--- src/rtl/spec_hist_pkg.sv ---
package spec_hist_pkg;
    localparam int BYTE_W  = 8;
    localparam int BIN_W   = 16;
    localparam int CH_BITS = 4;

    typedef enum logic [2:0] {
        S_IDLE, S_RD_LO, S_RD_HI, S_CAP, S_WR_LO, S_WR_HI
    } seq_state_t;

    typedef enum logic [1:0] {
        OP_EVT, OP_HRD, OP_HCLR
    } seq_op_t;

    // saturating increment of one histogram bin
    function automatic logic [BIN_W-1:0] bin_bump(input logic [BIN_W-1:0] v);
        return (v == {BIN_W{1'b1}}) ? v : v + 1'b1;
    endfunction
endpackage

--- src/rtl/spec_drop_ctr.sv ---
module spec_drop_ctr #(
    parameter int W = 8
) (
    input  logic         clk,
    input  logic         rst,
    input  logic         bump,
    output logic [W-1:0] count
);
    always_ff @(posedge clk) begin
        if (rst)
            count <= '0;
        else if (bump && count != {W{1'b1}})
            count <= count + 1'b1;
    end

    assert_drop_step_R6: assert property (@(posedge clk) disable iff (rst)
        (bump && count != {W{1'b1}}) |=> count == $past(count) + 1'b1);
    assert_drop_hold_R6: assert property (@(posedge clk) disable iff (rst)
        !bump |=> $stable(count));
endmodule

--- src/rtl/spec_scaler_cell.sv ---
module spec_scaler_cell #(
    parameter int W = 16
) (
    input  logic         clk,
    input  logic         rst,
    input  logic         inc,
    input  logic         snap,
    output logic [W-1:0] snap_val,
    output logic         snap_ovf
);
    logic [W-1:0] cnt;
    logic         ovf;

    always_ff @(posedge clk) begin
        if (rst) begin
            cnt      <= '0;
            ovf      <= 1'b0;
            snap_val <= '0;
            snap_ovf <= 1'b0;
        end else if (snap) begin
            snap_val <= cnt;
            snap_ovf <= ovf;
            cnt      <= inc ? W'(1) : '0;
            ovf      <= 1'b0;
        end else if (inc) begin
            cnt <= cnt + 1'b1;
            if (cnt == {W{1'b1}})
                ovf <= 1'b1;
        end
    end

    assert_snap_restart_R11: assert property (@(posedge clk) disable iff (rst)
        snap |=> cnt <= W'(1));
    assert_buf_hold_R11: assert property (@(posedge clk) disable iff (rst)
        !snap |=> ($stable(snap_val) && $stable(snap_ovf)));
    assert_ovf_sticky_R12: assert property (@(posedge clk) disable iff (rst)
        (ovf && !snap) |=> ovf);
endmodule

--- src/rtl/spec_hist_seq.sv ---
module spec_hist_seq
    import spec_hist_pkg::*;
#(
    parameter int SPEC_BITS = 8
) (
    input  logic                  clk,
    input  logic                  rst,
    input  logic                  evt_start,
    input  logic [SPEC_BITS-1:0]  evt_spectrum,
    input  logic [CH_BITS-1:0]    evt_channel,
    input  logic                  host_req,
    input  logic                  host_clear,
    input  logic [SPEC_BITS+CH_BITS-1:0] host_addr,
    input  logic [BYTE_W-1:0]     ram_rdata,
    output logic [SPEC_BITS+CH_BITS:0]   ram_addr,
    output logic [BYTE_W-1:0]     ram_wdata,
    output logic                  ram_we,
    output logic [BIN_W-1:0]      host_rdata,
    output logic                  host_ack,
    output logic                  busy
);
    localparam int WA_W = SPEC_BITS + CH_BITS;
    localparam int BA_W = WA_W + 1;

    seq_state_t       state;
    seq_op_t          op;
    logic [WA_W-1:0]  word_q;
    logic [BYTE_W-1:0] lo_q, hi_q;
    logic [BIN_W-1:0] next_bin;

    always_ff @(posedge clk) begin
        if (rst) begin
            state      <= S_IDLE;
            op         <= OP_EVT;
            word_q     <= '0;
            lo_q       <= '0;
            hi_q       <= '0;
            host_rdata <= '0;
            host_ack   <= 1'b0;
        end else begin
            host_ack <= 1'b0;
            case (state)
                S_IDLE: begin
                    if (evt_start) begin
                        op     <= OP_EVT;
                        word_q <= {evt_spectrum, evt_channel};
                        state  <= S_RD_LO;
                    end else if (host_req && !host_ack) begin
                        word_q <= host_addr;
                        if (host_clear) begin
                            op    <= OP_HCLR;
                            state <= S_WR_LO;
                        end else begin
                            op    <= OP_HRD;
                            state <= S_RD_LO;
                        end
                    end
                end
                S_RD_LO: state <= S_RD_HI;
                S_RD_HI: begin
                    lo_q  <= ram_rdata;
                    state <= S_CAP;
                end
                S_CAP: begin
                    hi_q <= ram_rdata;
                    if (op == OP_HRD) begin
                        host_rdata <= {ram_rdata, lo_q};
                        host_ack   <= 1'b1;
                        state      <= S_IDLE;
                    end else begin
                        state <= S_WR_LO;
                    end
                end
                S_WR_LO: state <= S_WR_HI;
                S_WR_HI: begin
                    if (op == OP_HCLR)
                        host_ack <= 1'b1;
                    state <= S_IDLE;
                end
                default: state <= S_IDLE;
            endcase
        end
    end

    always_comb begin
        next_bin  = (op == OP_HCLR) ? '0 : bin_bump({hi_q, lo_q});
        ram_we    = 1'b0;
        ram_wdata = '0;
        ram_addr  = {word_q, 1'b0};
        case (state)
            S_RD_HI: ram_addr = {word_q, 1'b1};
            S_WR_LO: begin
                ram_we    = 1'b1;
                ram_wdata = next_bin[BYTE_W-1:0];
            end
            S_WR_HI: begin
                ram_we    = 1'b1;
                ram_addr  = {word_q, 1'b1};
                ram_wdata = next_bin[BIN_W-1:BYTE_W];
            end
            default: ;
        endcase
    end

    assign busy = (state != S_IDLE);

    assert_write_pair_R3: assert property (@(posedge clk) disable iff (rst)
        (ram_we && !ram_addr[0]) |=> (ram_we && ram_addr[0] &&
            ram_addr[BA_W-1:1] == $past(ram_addr[BA_W-1:1])));
    assert_read_order_R3: assert property (@(posedge clk) disable iff (rst)
        (state == S_RD_LO) |=> (!ram_we && ram_addr[0]));
    assert_no_wrap_R5: assert property (@(posedge clk) disable iff (rst)
        (ram_we && ram_addr[0] && op == OP_EVT) |->
            !(ram_wdata == '0 && $past(ram_wdata) == '0));
    assert_ack_idle_R10: assert property (@(posedge clk) disable iff (rst)
        host_ack |-> !busy);
    assert_clear_zero_R8: assert property (@(posedge clk) disable iff (rst)
        (ram_we && op == OP_HCLR) |-> ram_wdata == '0);
endmodule

--- src/rtl/spec_hist_acc.sv ---
module spec_hist_acc
    import spec_hist_pkg::*;
#(
    parameter int SPEC_BITS = 8,
    parameter int N_SCALERS = 8,
    parameter int SCALER_W  = 16,
    parameter int DROP_W    = 8
) (
    input  logic                            clk,
    input  logic                            rst,
    input  logic                            evt_start,
    input  logic [SPEC_BITS-1:0]            evt_spectrum,
    input  logic [3:0]                      evt_channel,
    output logic                            busy,
    output logic [DROP_W-1:0]               drop_count,
    output logic [SPEC_BITS+4:0]            ram_addr,
    output logic [7:0]                      ram_wdata,
    output logic                            ram_we,
    input  logic [7:0]                      ram_rdata,
    input  logic                            host_req,
    input  logic                            host_clear,
    input  logic [SPEC_BITS+3:0]            host_addr,
    output logic [15:0]                     host_rdata,
    output logic                            host_ack,
    input  logic [N_SCALERS-1:0]            scaler_inc,
    input  logic                            scaler_snap,
    output logic [N_SCALERS*SCALER_W-1:0]   scaler_buf,
    output logic [N_SCALERS-1:0]            scaler_ovf
);
    logic busy_w;

    spec_hist_seq #(.SPEC_BITS(SPEC_BITS)) u_seq (
        .clk(clk), .rst(rst),
        .evt_start(evt_start), .evt_spectrum(evt_spectrum), .evt_channel(evt_channel),
        .host_req(host_req), .host_clear(host_clear), .host_addr(host_addr),
        .ram_rdata(ram_rdata), .ram_addr(ram_addr), .ram_wdata(ram_wdata),
        .ram_we(ram_we), .host_rdata(host_rdata), .host_ack(host_ack),
        .busy(busy_w)
    );

    assign busy = busy_w;

    spec_drop_ctr #(.W(DROP_W)) u_drop (
        .clk(clk), .rst(rst), .bump(evt_start && busy_w), .count(drop_count)
    );

    for (genvar i = 0; i < N_SCALERS; i++) begin : g_scaler
        spec_scaler_cell #(.W(SCALER_W)) u_cell (
            .clk(clk), .rst(rst),
            .inc(scaler_inc[i]), .snap(scaler_snap),
            .snap_val(scaler_buf[i*SCALER_W +: SCALER_W]),
            .snap_ovf(scaler_ovf[i])
        );
    end
endmodule

--- config.mk ---
export PLATFORM = sky130hd
export DESIGN_NAME = spec_hist_acc
export DESIGN_NICKNAME = d
export VERILOG_FILES = /design/src/rtl/spec_hist_pkg.sv /design/src/rtl/spec_drop_ctr.sv /design/src/rtl/spec_scaler_cell.sv /design/src/rtl/spec_hist_seq.sv /design/src/rtl/spec_hist_acc.sv
export SDC_FILE = /design/constraint.sdc
export NUM_CORES = 1
export LEC_CHECK = 0
export ABC_AREA = 0
export CORE_ASPECT_RATIO = 1.25
export CORE_MARGIN = 2
export CORE_UTILIZATION = 63
export DETAILED_ROUTE_END_ITERATION = 6
export DONT_BUFFER_PORTS = 1
export HOLD_SLACK_MARGIN = 0.12
export PLACE_DENSITY = 0.79
export REMOVE_ABC_BUFFERS = 1
export SLEW_MARGIN = 0
export SYNTH_ARGS = -nofsm -noshare
export SYNTH_HDL_FRONTEND = slang
export SYNTH_SLANG_ARGS = --single-unit
export TNS_END_PERCENT = 50
--- constraint.sdc ---
create_clock -name clk -period 2.37 [get_ports clk]
set_input_delay 0.237 -clock clk [delete_from_list [all_inputs] [get_ports clk]]
set_output_delay 0.237 -clock clk [all_outputs]
set_load 0.05 [all_outputs]
# == After elaboration in Yosys (flattened, before gate mapping) ==
# Index checks and enable logic that the tools add are counted.
# totals
input_bits,46
elab_cells,138
reg_bits,330
# op_classes
add_sub_neg,10
eq_ne,18
n_mux,42
reduce_logical,28
# op_table
cell,count
$mux 16,18
$add 16x1->16 const B,9
$eq 16x16->1 const B,9
$mux 12,2
$reduce_and 2->1,10
$reduce_bool 2->1,9
$pmux 8 s2,1
$pmux 3 s5,1
$mux 1,12
$mux 3,4
$add 8x1->8 const B,1
$ne 8x8->1 const B,1
$eq 3x2->1 const B,2
$eq 3x3->1 const B,2
$mux 2,3
$reduce_or 2->1,3
$eq 3x1->1 const B,1
$logic_and 1x1->1,3
$logic_not 3->1,1
$ne 3x2->1 const B,1
$reduce_bool 3->1,1
$eq 2x1->1 const B,1
$eq 2x2->1 const B,1
$pmux 1 s2,1
$logic_not 1->1,1

# == Depth between registers and ports, before layout ==
# Gate-level depths: netlist of run 1.
# depth
ltp_word,5
depth_mapped,7
mapped_depth_nobuf,6

# == Modules after synthesis ==
# From an unflattened synthesis of run 1, not the netlist that was laid out.
# unflattened
hier_cells,1498
hier_area_um2,14102.3
# modules_own_cells
module,instances,area_each_um2,cells_per_inst
spec_scaler_cell,8,1403.8,144
spec_hist_seq,1,2434.8,299
spec_drop_ctr,1,430.4,46
spec_hist_acc,1,6.3,1

# == Worst setup path before layout of run 1 ==
# OpenSTA, ideal clock, no wires.
# synth_timing
path_type,register to output
startpoint,register u_seq.lo_q[0]
endpoint,output ram_wdata[2]
arrival_ps,2545
path_buffers,0
stages_incl_launch_ff,6
path_slack_ps,-412
path_cell_list,dfxtp_1 -> ha_1 -> nand4_1 -> nor4_4 -> nor2_1 -> o32ai_1
# synth_via
elab_chain_len,4
# synth_lines
item,line,rtl
from (decl),spec_hist_seq.sv:28,"logic [BYTE_W-1:0] lo_q, hi_q;"
from (signal assigned),spec_hist_seq.sv:61,lo_q <= ram_rdata;
$add 16x1->16 / $eq 16x16->1 (equally long branches),spec_hist_pkg.sv:16,return (v == {BIN_W{1'b1}}) ? v : v + 1'b1;
$mux 16 (*),spec_hist_pkg.sv:16,
$mux 16 (*),spec_hist_seq.sv:86,"next_bin = (op == OP_HCLR) ? '0 : bin_bump({hi_q, lo_q});"
$pmux 8 s2 (*),spec_hist_seq.sv:90,case (state)
to (decl),spec_hist_acc.sv:17,"output logic [7:0] ram_wdata,"
# Every way passes the cells marked *; elsewhere a longest branch is shown, timed or not.

# == Worst setup path after layout of run 1 ==
# layout_timing
startpoint,register u_seq.lo_q[1]
endpoint,output ram_wdata[1]
# The elaborated chain is that of the path after synthesis.

==> reports/metrics.cfg, run 1 <==
[run_status]
run_status=finished, violations left
violations=negative setup slack

[pwr]
seq_power_share_pct=48.1
power_frac_clock_pct=45.1
power.total_uw=12300
ir_drop_uv=672
switchingPower_uw=2870
leakagePower_uw=0.00643
internal-power_uw=9430
power_density_mw_per_mm2=744
p_sw_share_pct=23.3
p_comb_share_pct=6.8

[route]
first_iter_violations=399
drt_pre_antenna_iters=4
routedWlPerCell_um=17.5
drc=0
vias=10600
wl_um=32700
ant_nets=0
viasPerCell=5.70

[cts]
cts_sinks=330
htreeDepth=2
clk_pin_slew_ns=0.06
root_buffer=clkbuf_16
cts_buffers=34
cts_tree=yes
clk_path_buf_depth=3
clk_latency_ns=0.50

[placed_design]
port_buffers=0
routabilityCongestion=0.901
pre_cts_slack_ns=0.155
dpl_cell_area_sq_mm=0.0137
hpwl_um=17500

[sta]
skew_ns=0.00802
tightest_slew_ns=0.622
grt_setup_unrepaired=yes
hold_viol_final=0
setup_slack_ns=-0.280
holdWs_ns=0.132
finalCritPeriodShare_pct=112
period_minus_slack_ns=2.65
maxSlewHeadroom_pct=58.5
setup_viol=8
finalMaxSlewViolations=0
max_freq_ghz=0.377

[job]
max_cap_viol_count=0

[hold_path]
min_path_type=in -> reg
holdPathStages=4

[worst_setup_path]
worst_setup_path_start_kind=flop
cp.required_ns=2.13
worstPathMaxFanout=5
worstSetupEndpointType=output port
setup.worst_path.class=reg -> out
ff2ff_path_depth=7
crit_arrival_ns=2.41

[floorplanning]
die_h_um=168
rows=59
dieArea_sq_mm=0.0226
dieWidth_um=135
initial_core_util_pct=64.4
core_sq_mm=0.0210
num_io_pins=230

[yosys]
synthCells=1439
ys_types=54
syn_area_sq_mm=0.0135
ys_seq_area_share_pct=48.9
synth_seq_cells=330
synth_async_sr_flop_share_pct=0
yosys_warnings=0
synthFlopType=dfxtp_1
syn_avg_cell_area_sq_um=9.39
synth_edf_count=0

[grt]
grtUsageTotal_pct=27.6
grt_pass1_vias=10800
grt.overflow.total=0
antenna_found_initial=0
grt_max_degree=119
grt_pass1_wl_um=52000

[layout]
area_delta_synth_final_pct=22.4
utilization_pct=78.9
drive_gt1_share_pct=9.99
final_nets=1630
fin_area_sq_mm=0.0165
n_antenna_cell=0

through the flow:
stage,setup TNS [ns],instances
CTS,-0.453,1862
global placement,0,1656
finish,-0.835,1866
global route,-1.41,1866
detailed placement,0,1656
floorplan,-2.49,1355
registers in the layout, summed over array words and instances, names as in the netlist, 3 cells and up:
name / cells
u_seq.state: 3
u_seq.lo_q: 8
g_scaler.u_cell.snap_val: 128
g_scaler.u_cell.cnt: 128
u_drop.count: 8
g_scaler.u_cell.ovf: 8
g_scaler.u_cell.snap_ovf: 8
u_seq.hi_q: 8
u_seq.word_q: 12
u_seq.host_rdata: 16
worst max-delay path, cell delays in order, from the launching register on:
cell	delay, ns
dfxtp_4	0.38
ha_4	0.16
nand4_1	0.14
buf_4	0.17
nor4_4	0.16
buf_4	0.21
mux2i_1	0.26
o22ai_1	0.19
buf_4	0.25
final cells by class:
cell class | instances | area [sq um]
sequential | 330 | 6630
multi-input combinational | 1015 | 6550
fill | 1310 | 4430
timing repair buffer | 182 | 1820
clock buffer | 43 | 998
tap | 274 | 343
clock inverter | 11 | 163
inverter | 11 | 41.3
metal layers:
| metal | wire (um) | vias to the layer above | track usage [%] |
|---|---|---|---|
| met3 | 2750 | 75 | 8.20 |
| li1 | - | 5147 | - |
| met5 | 0 | - | 0 |
| met4 | 943 | 0 | 10.7 |
| met1 | 12500 | 5077 | 30.1 |
| met2 | 16500 | 335 | 50.0 |
worst paths after layout:
path                                       start                                   to  slack [ns]
min                                    evt_start          u_seq.state[2]$_SDFFE_PP0P_        0.13
min reg2reg  g_scaler[4].u_cell.ovf$_SDFFE_PP0P_  g_scaler[4].u_cell.ovf$_SDFFE_PP0P_        0.47
max reg2reg         u_drop.count[3]$_SDFFE_PP0P_         u_drop.count[5]$_SDFFE_PP0P_        0.10
max                   u_seq.lo_q[1]$_SDFFE_PP0P_                         ram_wdata[1]       -0.28
power by group through the flow:
stage / combinational, uW / clock, uW / sequential (uW)
6_report: 838 / 5540 / 5920
5_1_grt: 897 / 5850 / 5920
4_1_cts: 793 / 5610 / 5910
3_5_place_dp: 584 / 0 / 6030
3_3_place_gp: 571 / 0 / 6020
2_1_floorplan: 433 / 0 / 6030
Yosys cell counts, types with 8 or more instances:
cell / instances / share of area [%]
dfxtp_1: 330 / 49
nor2_1: 298 / 8.3
mux2i_1: 170 / 13
nand2_1: 98 / 2.7
xor2_1: 69 / 4.5
xnor2_1: 51 / 3.3
nand3_1: 50 / 1.9
a21oi_1: 42 / 1.6
clkbuf_1: 42 / 1.2
nand4_1: 42 / 1.9
buf_2: 26 / 0.96
nor3_1: 22 / 0.82
o21ai_0: 20 / 0.74
and3_1: 19 / 0.88
or3_1: 18 / 0.83
nor2b_1: 16 / 0.74
and4_1: 12 / 0.78
inv_1: 11 / 0.31
buf_4: 10 / 0.56
ha_1: 10 / 0.93
a211oi_2: 8 / 0.74
nor2_2: 8 / 0.37
layout by cell type (no fill, tap or decap), types with 19 or more instances in the layout:
master	count
nand2_1	98
mux2i_1	170
xor2_1	69
dfxtp_1	318
xnor2_1	50
clkbuf_16	37
a21oi_1	41
buf_4	33
o21ai_0	20
nor3_1	19
dlygate4sd3_1	142
nand3_1	50
nand4_1	42
nor2_1	295
cell families after synthesis:
family	after synthesis	share of synthesized area, %
multiplexers	170	12.6
XOR/XNOR	120	7.78
flip-flops	330	48.9
buffers and inverters	95	3.35
AND/OR/NAND/NOR	615	21.8
adder cells (fa/ha/maj)	10	0.926
AO/OA/AOI/OAI	99	4.65
repair_timing:
item                       in CTS  in global routing
pin swaps                       4                 12
hold endpoints to repair      246                  0
setup buffers                   8                  3
setup endpoints to repair       8                 29
cloned                          0                  1
hold buffers                  144                  0
resized for setup              14                 18
(Power assumes the default switching activity.)
==> run 2, diff against run 1 <==
Settings changed: HOLD_SLACK_MARGIN 0.12 to 0.06, REMOVE_ABC_BUFFERS 1 to default.
==> run 2 against run 1 <==
  * The run still ends with negative setup slack left
  * Cell count up 0.16%
  * Global-route usage up 0.29 points
  * Count of clock-buffer cells in the layout up 1
  * Core utilization down 0.67 points
  * Critical path depth down 1
  * Die area unchanged
  * Register-to-register slack worse by 0.18 ns
  * Worst hold slack worse by 0.045 ns
  * Combinational power down 2%
  * Clock power down 13%
  * Non-clock buffer count up 5
  * Via count down 0.87%
  * Critical endpoint is now ram_wdata[0]
  * Highest routed layer unchanged
==> reports/metrics.cfg, run 2 (synthesis gave the netlist of run 1 again) <==
[run_status]
run_status=finished, violations left
violations=negative setup slack

[route]
wl_um=33000
routedWlPerCell_um=17.6
viasPerCell=5.64
ant_nets=0
drt_pre_antenna_iters=7
drc=0
vias=10500
first_iter_violations=491

[layout]
final_nets=1631
area_delta_synth_final_pct=21.4
drive_gt1_share_pct=9.40
top_regs=g_scaler.u_cell.cnt (128), g_scaler.u_cell.snap_val (128), u_seq.host_rdata (16)
final_cell_mix=dfxtp_1, nor2_1, mux2i_1, dlygate4sd3_1, nand2_1
final_common_cell=dfxtp_1
n_antenna_cell=0
n_fill_cell=1335
utilization_pct=78.2

[sta]
setup_slack_ns=-0.127
finalCritPeriodShare_pct=105
maxSlewHeadroom_pct=55.0
finalMaxSlewViolations=0
hold_viol_final=0
grt_setup_unrepaired=yes
holdWs_ns=0.0863
setup_tns_ns=-0.875
max_freq_ghz=0.401
tightest_slew_ns=0.674
skew_ns=0.0196
setup_viol=10
period_minus_slack_ns=2.50

[grt]
grt.overflow.total=0
met1_usage_pct=31.1
grt_pass1_wl_um=52400
grt_busiest_layer=met2
grt_pass1_vias=10500
grt_use_met2_pct=50.5
grtUsageTotal_pct=27.9
antenna_found_initial=0
grt_max_degree=122
use_met3_pct=8.27

[hold_path]
hp-start=scaler_inc[0]
min_path_type=in -> reg
holdPathStages=3
hold_end=g_scaler[0].u_cell.cnt[3]$_SDFFE_PP0P_

[pwr]
switchingPower_uw=2750
power_density_mw_per_mm2=705
seq_power_share_pct=51.2
ir_drop_uv=621
internal-power_uw=8810
power_frac_clock_pct=41.7
p_comb_share_pct=7.1
leakagePower_uw=0.00634
p_sw_share_pct=23.8

[job]
max_cap_viol_count=0

[floorplanning]
die_h_um=168
dieArea_sq_mm=0.0226
rows=59
dieWidth_um=135
core_sq_mm=0.0210
initial_core_util_pct=64.4
num_io_pins=230

[placed_design]
port_buffers=0
routabilityCongestion=0.880
pre_cts_slack_ns=0.144
hpwl_um=18900

[cts]
clk_latency_ns=0.56
cts_sinks=330
clk_pin_slew_ns=0.06
root_buffer=clkbuf_16
cts_buffers=31
cts_tree=yes
clk_path_buf_depth=3
htreeDepth=1

[worst_setup_path]
reg2reg_from=u_seq.state[1]$_SDFFE_PP0P_
slowest_stage=dfxtp_2
worst_setup_path_start_kind=flop
path_cells=ha_4, nand4_1, or2_4, nor2_1, xnor2_1, o22ai_1, buf_4
setup.worst_path.class=reg -> out
crit_arrival_ns=2.26
worstSetupEndpointType=output port
r2r_end=u_seq.host_rdata[1]$_SDFFE_PP0P_
r2r_slack_ns=-0.08
ff2ff_path_depth=5
worstPathMaxFanout=4
max_stage_delay_ns=0.37
cp.required_ns=2.13

[yosys]
synth_nets=1495

[run 2: changes by cell type in the layout (fill, tap and decap cells not counted), moves of 2 or more]
cell           change
nor3_2             -3
nor3_4             +2
dfxtp_1            -2
clkbuf_1           +6
buf_6              +3
bufinv_16          -2
buf_4              -2
clkbuf_16          -6
dfxtp_2            +2
dlygate4sd3_1      +5
[run 2: worst max-delay path by stage]
stage | startpoint | to | slack [ns] | cells past startpoint
global route | u_seq.state[1]$_SDFFE_PP0P_ | u_seq.host_rdata[1]$_SDFFE_PP0P_ | -0.32 | 5
global placement | u_seq.lo_q[1]$_SDFFE_PP0P_ | ram_wdata[5] | 0.19 | 7
CTS | u_seq.lo_q[1]$_SDFFE_PP0P_ | ram_wdata[3] | -0.15 | 8
floorplan | u_seq.hi_q[0]$_SDFFE_PP0P_ | ram_wdata[6] | -0.08 | 4
detailed placement | u_seq.lo_q[1]$_SDFFE_PP0P_ | ram_wdata[5] | 0.14 | 7
finish | u_seq.lo_q[0]$_SDFFE_PP0P_ | ram_wdata[0] | -0.13 | 7
[run 2: layer usage]
layer	vias up	wire length, um
met5	-	0
met4	0	982
met3	68	2730
met1	5010	12700
met2	311	16600
li1	5152	-
[run 2: power by group through the flow]
stage / registers, uW / clock network (uW) / logic (uW)
floorplan: 6010 / 0 / 621
global placement: 6020 / 0 / 584
detailed placement: 6030 / 0 / 596
CTS: 5910 / 4890 / 799
global route: 5920 / 5120 / 881
finish: 5910 / 4820 / 822
[run 2: cell type report]
type / instances / area (sq um) / area share [%]
Sequential cell: 330 / 6630 / 40.4
Multi-Input combinational cell: 1014 / 6530 / 39.8
Timing Repair Buffer: 187 / 1860 / 11.4
Clock buffer: 44 / 885 / 5.40
Tap cell: 274 / 343 / 2.09
Clock inverter: 9 / 101 / 0.618
Inverter: 11 / 41.3 / 0.252
[run 2: worst max-delay path: cells and delay by family (launching register included)]
family	cells	cell delay (ns)
AOI/OAI and AO/OA	1	0.10
xor gates and xnor gates	1	0.16
adders and majority gates	1	0.16
buffers and inverters	1	0.21
DFF	1	0.37
and+or+nand+nor	3	0.71
[run 2: per-stage QoR]
stage | cell area, sq um | power, uW | std cells
after floorplan | 13500 | 6640 | 1439
after global placement | 13700 | 6610 | 1657
after detailed placement | 13700 | 6630 | 1657
after CTS | 16300 | 11600 | 1864
after global routing | 16400 | 11900 | 1869
final | 16400 | 11600 | 1869
[run 2: timing repair]
item,CTS,global route
gates resized for setup,16,19
hold buffers,149,0
pin swaps,13,15
setup buffers,5,5
endpoints found under the hold margin,242,0
setup endpoints to repair,9,33
==> run 3, diff against run 2 <==
Settings changed: ABC_CLOCK_PERIOD_IN_PS from default to 2600, HOLD_SLACK_MARGIN 0.06 to default.
Clock period 2.37 ns to 2.6 ns, I/O delays scaled along.
==> run 3 against run 2 <==
  * The run still ends with negative setup slack left
  * Combinational power fell by 10%
  * Worst setup slack better by 0.095 ns
  * Count of clock-buffer cells in the layout shrank 1
  * Critical endpoint is now ram_wdata[3]
  * Sequential power down 8.5%
  * Worst hold slack worse by 0.059 ns
==> reports/metrics.cfg, run 3 (synthesis gave the netlist of run 1 again) <==
[route]
ant_nets=0
viasPerCell=5.75
wl_um=32800
vias=10700
first_iter_violations=559
drc=0
routedWlPerCell_um=17.7
drt_pre_antenna_iters=5

[hold_path]
hold_end=g_scaler[4].u_cell.cnt[3]$_SDFFE_PP0P_
min_path_type=in -> reg
holdPathStages=3
hp-start=scaler_inc[4]

[floorplanning]
initial_core_util_pct=64.4
die_h_um=168
num_io_pins=230
rows=59
dieArea_sq_mm=0.0226
dieWidth_um=135
core_sq_mm=0.0210

[grt]
antenna_found_initial=0
grt.overflow.total=0
grt_max_degree=135
grt_pass1_wl_um=52400
grtUsageTotal_pct=27.9
grt_pass1_vias=10600

[job]
max_cap_viol_count=0

[layout]
drive_gt1_share_pct=8.75
instances_no_fill=1852
final_common_cell=dfxtp_1
area_delta_synth_final_pct=20.2
n_fill_cell=1370
top_regs=g_scaler.u_cell.cnt (128), g_scaler.u_cell.snap_val (128), u_seq.host_rdata (16)
final_cell_mix=dfxtp_1, nor2_1, mux2i_1, dlygate4sd3_1, nand2_1
final_nets=1615
n_antenna_cell=0

[pwr]
power_density_mw_per_mm2=652
ir_drop_uv=665
leakagePower_uw=0.00623

[placed_design]
port_buffers=0
routabilityCongestion=0.857
pre_cts_slack_ns=0.349
dp.cells=1652
hpwl_um=18400

[run_status]
violations=negative setup slack
run_status=finished, violations left

[worst_setup_path]
crit_arrival_ns=2.37
slowest_stage=dfxtp_1
ff2ff_path_depth=5
setup.worst_path.class=reg -> out
worstSetupEndpointType=output port
r2r_end=u_seq.word_q[9]$_SDFFE_PP0P_
reg2reg_from=u_seq.state[0]$_SDFFE_PP0P_
cp.required_ns=2.34
worst_setup_path_start_kind=flop
path_cells=nand4_4, nor3_1, and4bb_2, xnor2_1, o22ai_1, buf_4
path_buf_inv=1
r2r_slack_ns=0.14
worstPathMaxFanout=8
max_stage_delay_ns=0.45
cp_top_family=simple AND/OR/NAND/NOR gates

[sta]
max_freq_ghz=0.380
hold_viol_final=0
tightest_slew_ns=0.852
setup_slack_ns=-0.0315
finalCritPeriodShare_pct=101
period_minus_slack_ns=2.63
holdWs_ns=0.0269
grt_setup_unrepaired=yes
skew_ns=0.0118
setup_viol=1
maxSlewHeadroom_pct=43.2
finalMaxSlewViolations=0

[cts]
cts_sinks=330
clk_latency_ns=0.55
root_buffer=clkbuf_16
cts_tree=yes
cts_buffers=31
clk_pin_slew_ns=0.07
htreeDepth=1
clk_path_buf_depth=3

[yosys]
synth_nets=1495

run 3: cell count changes in the layout (fill, tap and decap cells not counted), moves of 2 or more:
cell,change
dlygate4sd3_1,-8
buf_4,-6
clkbuf_8,-2
dfxtp_1,+2
dfxtp_2,-2
run 3: layout make-up:
cell class,count,area [sq um],area share [%]
tap,274,343,2.11
timing repair buffer,171,1710,10.5
clock buffer,43,861,5.30
clock inverter,9,123,0.756
inverter,11,41.3,0.254
multi-input combinational,1014,6530,40.2
sequential,330,6630,40.8
run 3: worst max-delay path by stage:
stage | startpoint | end | slack, ns | cells after the start
floorplan | u_seq.hi_q[0]$_SDFFE_PP0P_ | ram_wdata[6] | 0.12 | 4
global placement | u_seq.lo_q[0]$_SDFFE_PP0P_ | ram_wdata[5] | 0.38 | 7
CTS | u_seq.lo_q[1]$_SDFFE_PP0P_ | ram_wdata[3] | 0.01 | 8
global route | u_seq.hi_q[6]$_SDFFE_PP0P_ | ram_wdata[0] | -0.11 | 7
finish | u_seq.hi_q[2]$_SDFFE_PP0P_ | ram_wdata[3] | -0.03 | 6
detailed placement | u_seq.lo_q[0]$_SDFFE_PP0P_ | ram_wdata[6] | 0.35 | 7
run 3: where the power goes:
part | total (uW) | internal, uW | switching [uW]
logic | 737 | 338 | 399
registers | 5410 | 5150 | 261
clock network | 4440 | 2580 | 1860
total | 10600 | 8070 | 2520
run 3: metrics by stage:
step | utilization [%] | cell area, sq um | total power [uW] | setup TNS (ns)
after global placement | 65.1 | 13700 | 6010 | 0
after global routing | 77.4 | 16200 | 10900 | -0.342
after detailed placement | 65.1 | 13700 | 6030 | 0
final | 77.4 | 16200 | 10600 | -0.0315
after floorplan | - | 13500 | 6050 | 0
after CTS | 76.8 | 16100 | 10600 | 0
run 3: routing by layer:
layer	global-route usage, %	part of all wire [%]	up-vias
met3	7.18	8.2	85
met5	0	0	-
met4	11.4	3.4	0
met1	31.4	38	5100
met2	49.6	50	359
li1	-	-	5112
run 3: repair_timing:
| item | 4_1_cts | 5_1_grt |
|---|---|---|
| setup endpoints to repair | 8 | 27 |
| pin swaps | 1 | 5 |
| setup buffers | 2 | 5 |
| hold buffers | 139 | 2 |
| cloned | 0 | 0 |
| resized for setup | 9 | 21 |
| hold endpoints to repair | 225 | 1 |
run 3: tightest hold or removal path: stages:
cell and delay [ns]:
nand2_1 0.11, xor2_1 0.09, nor2_1 0.08
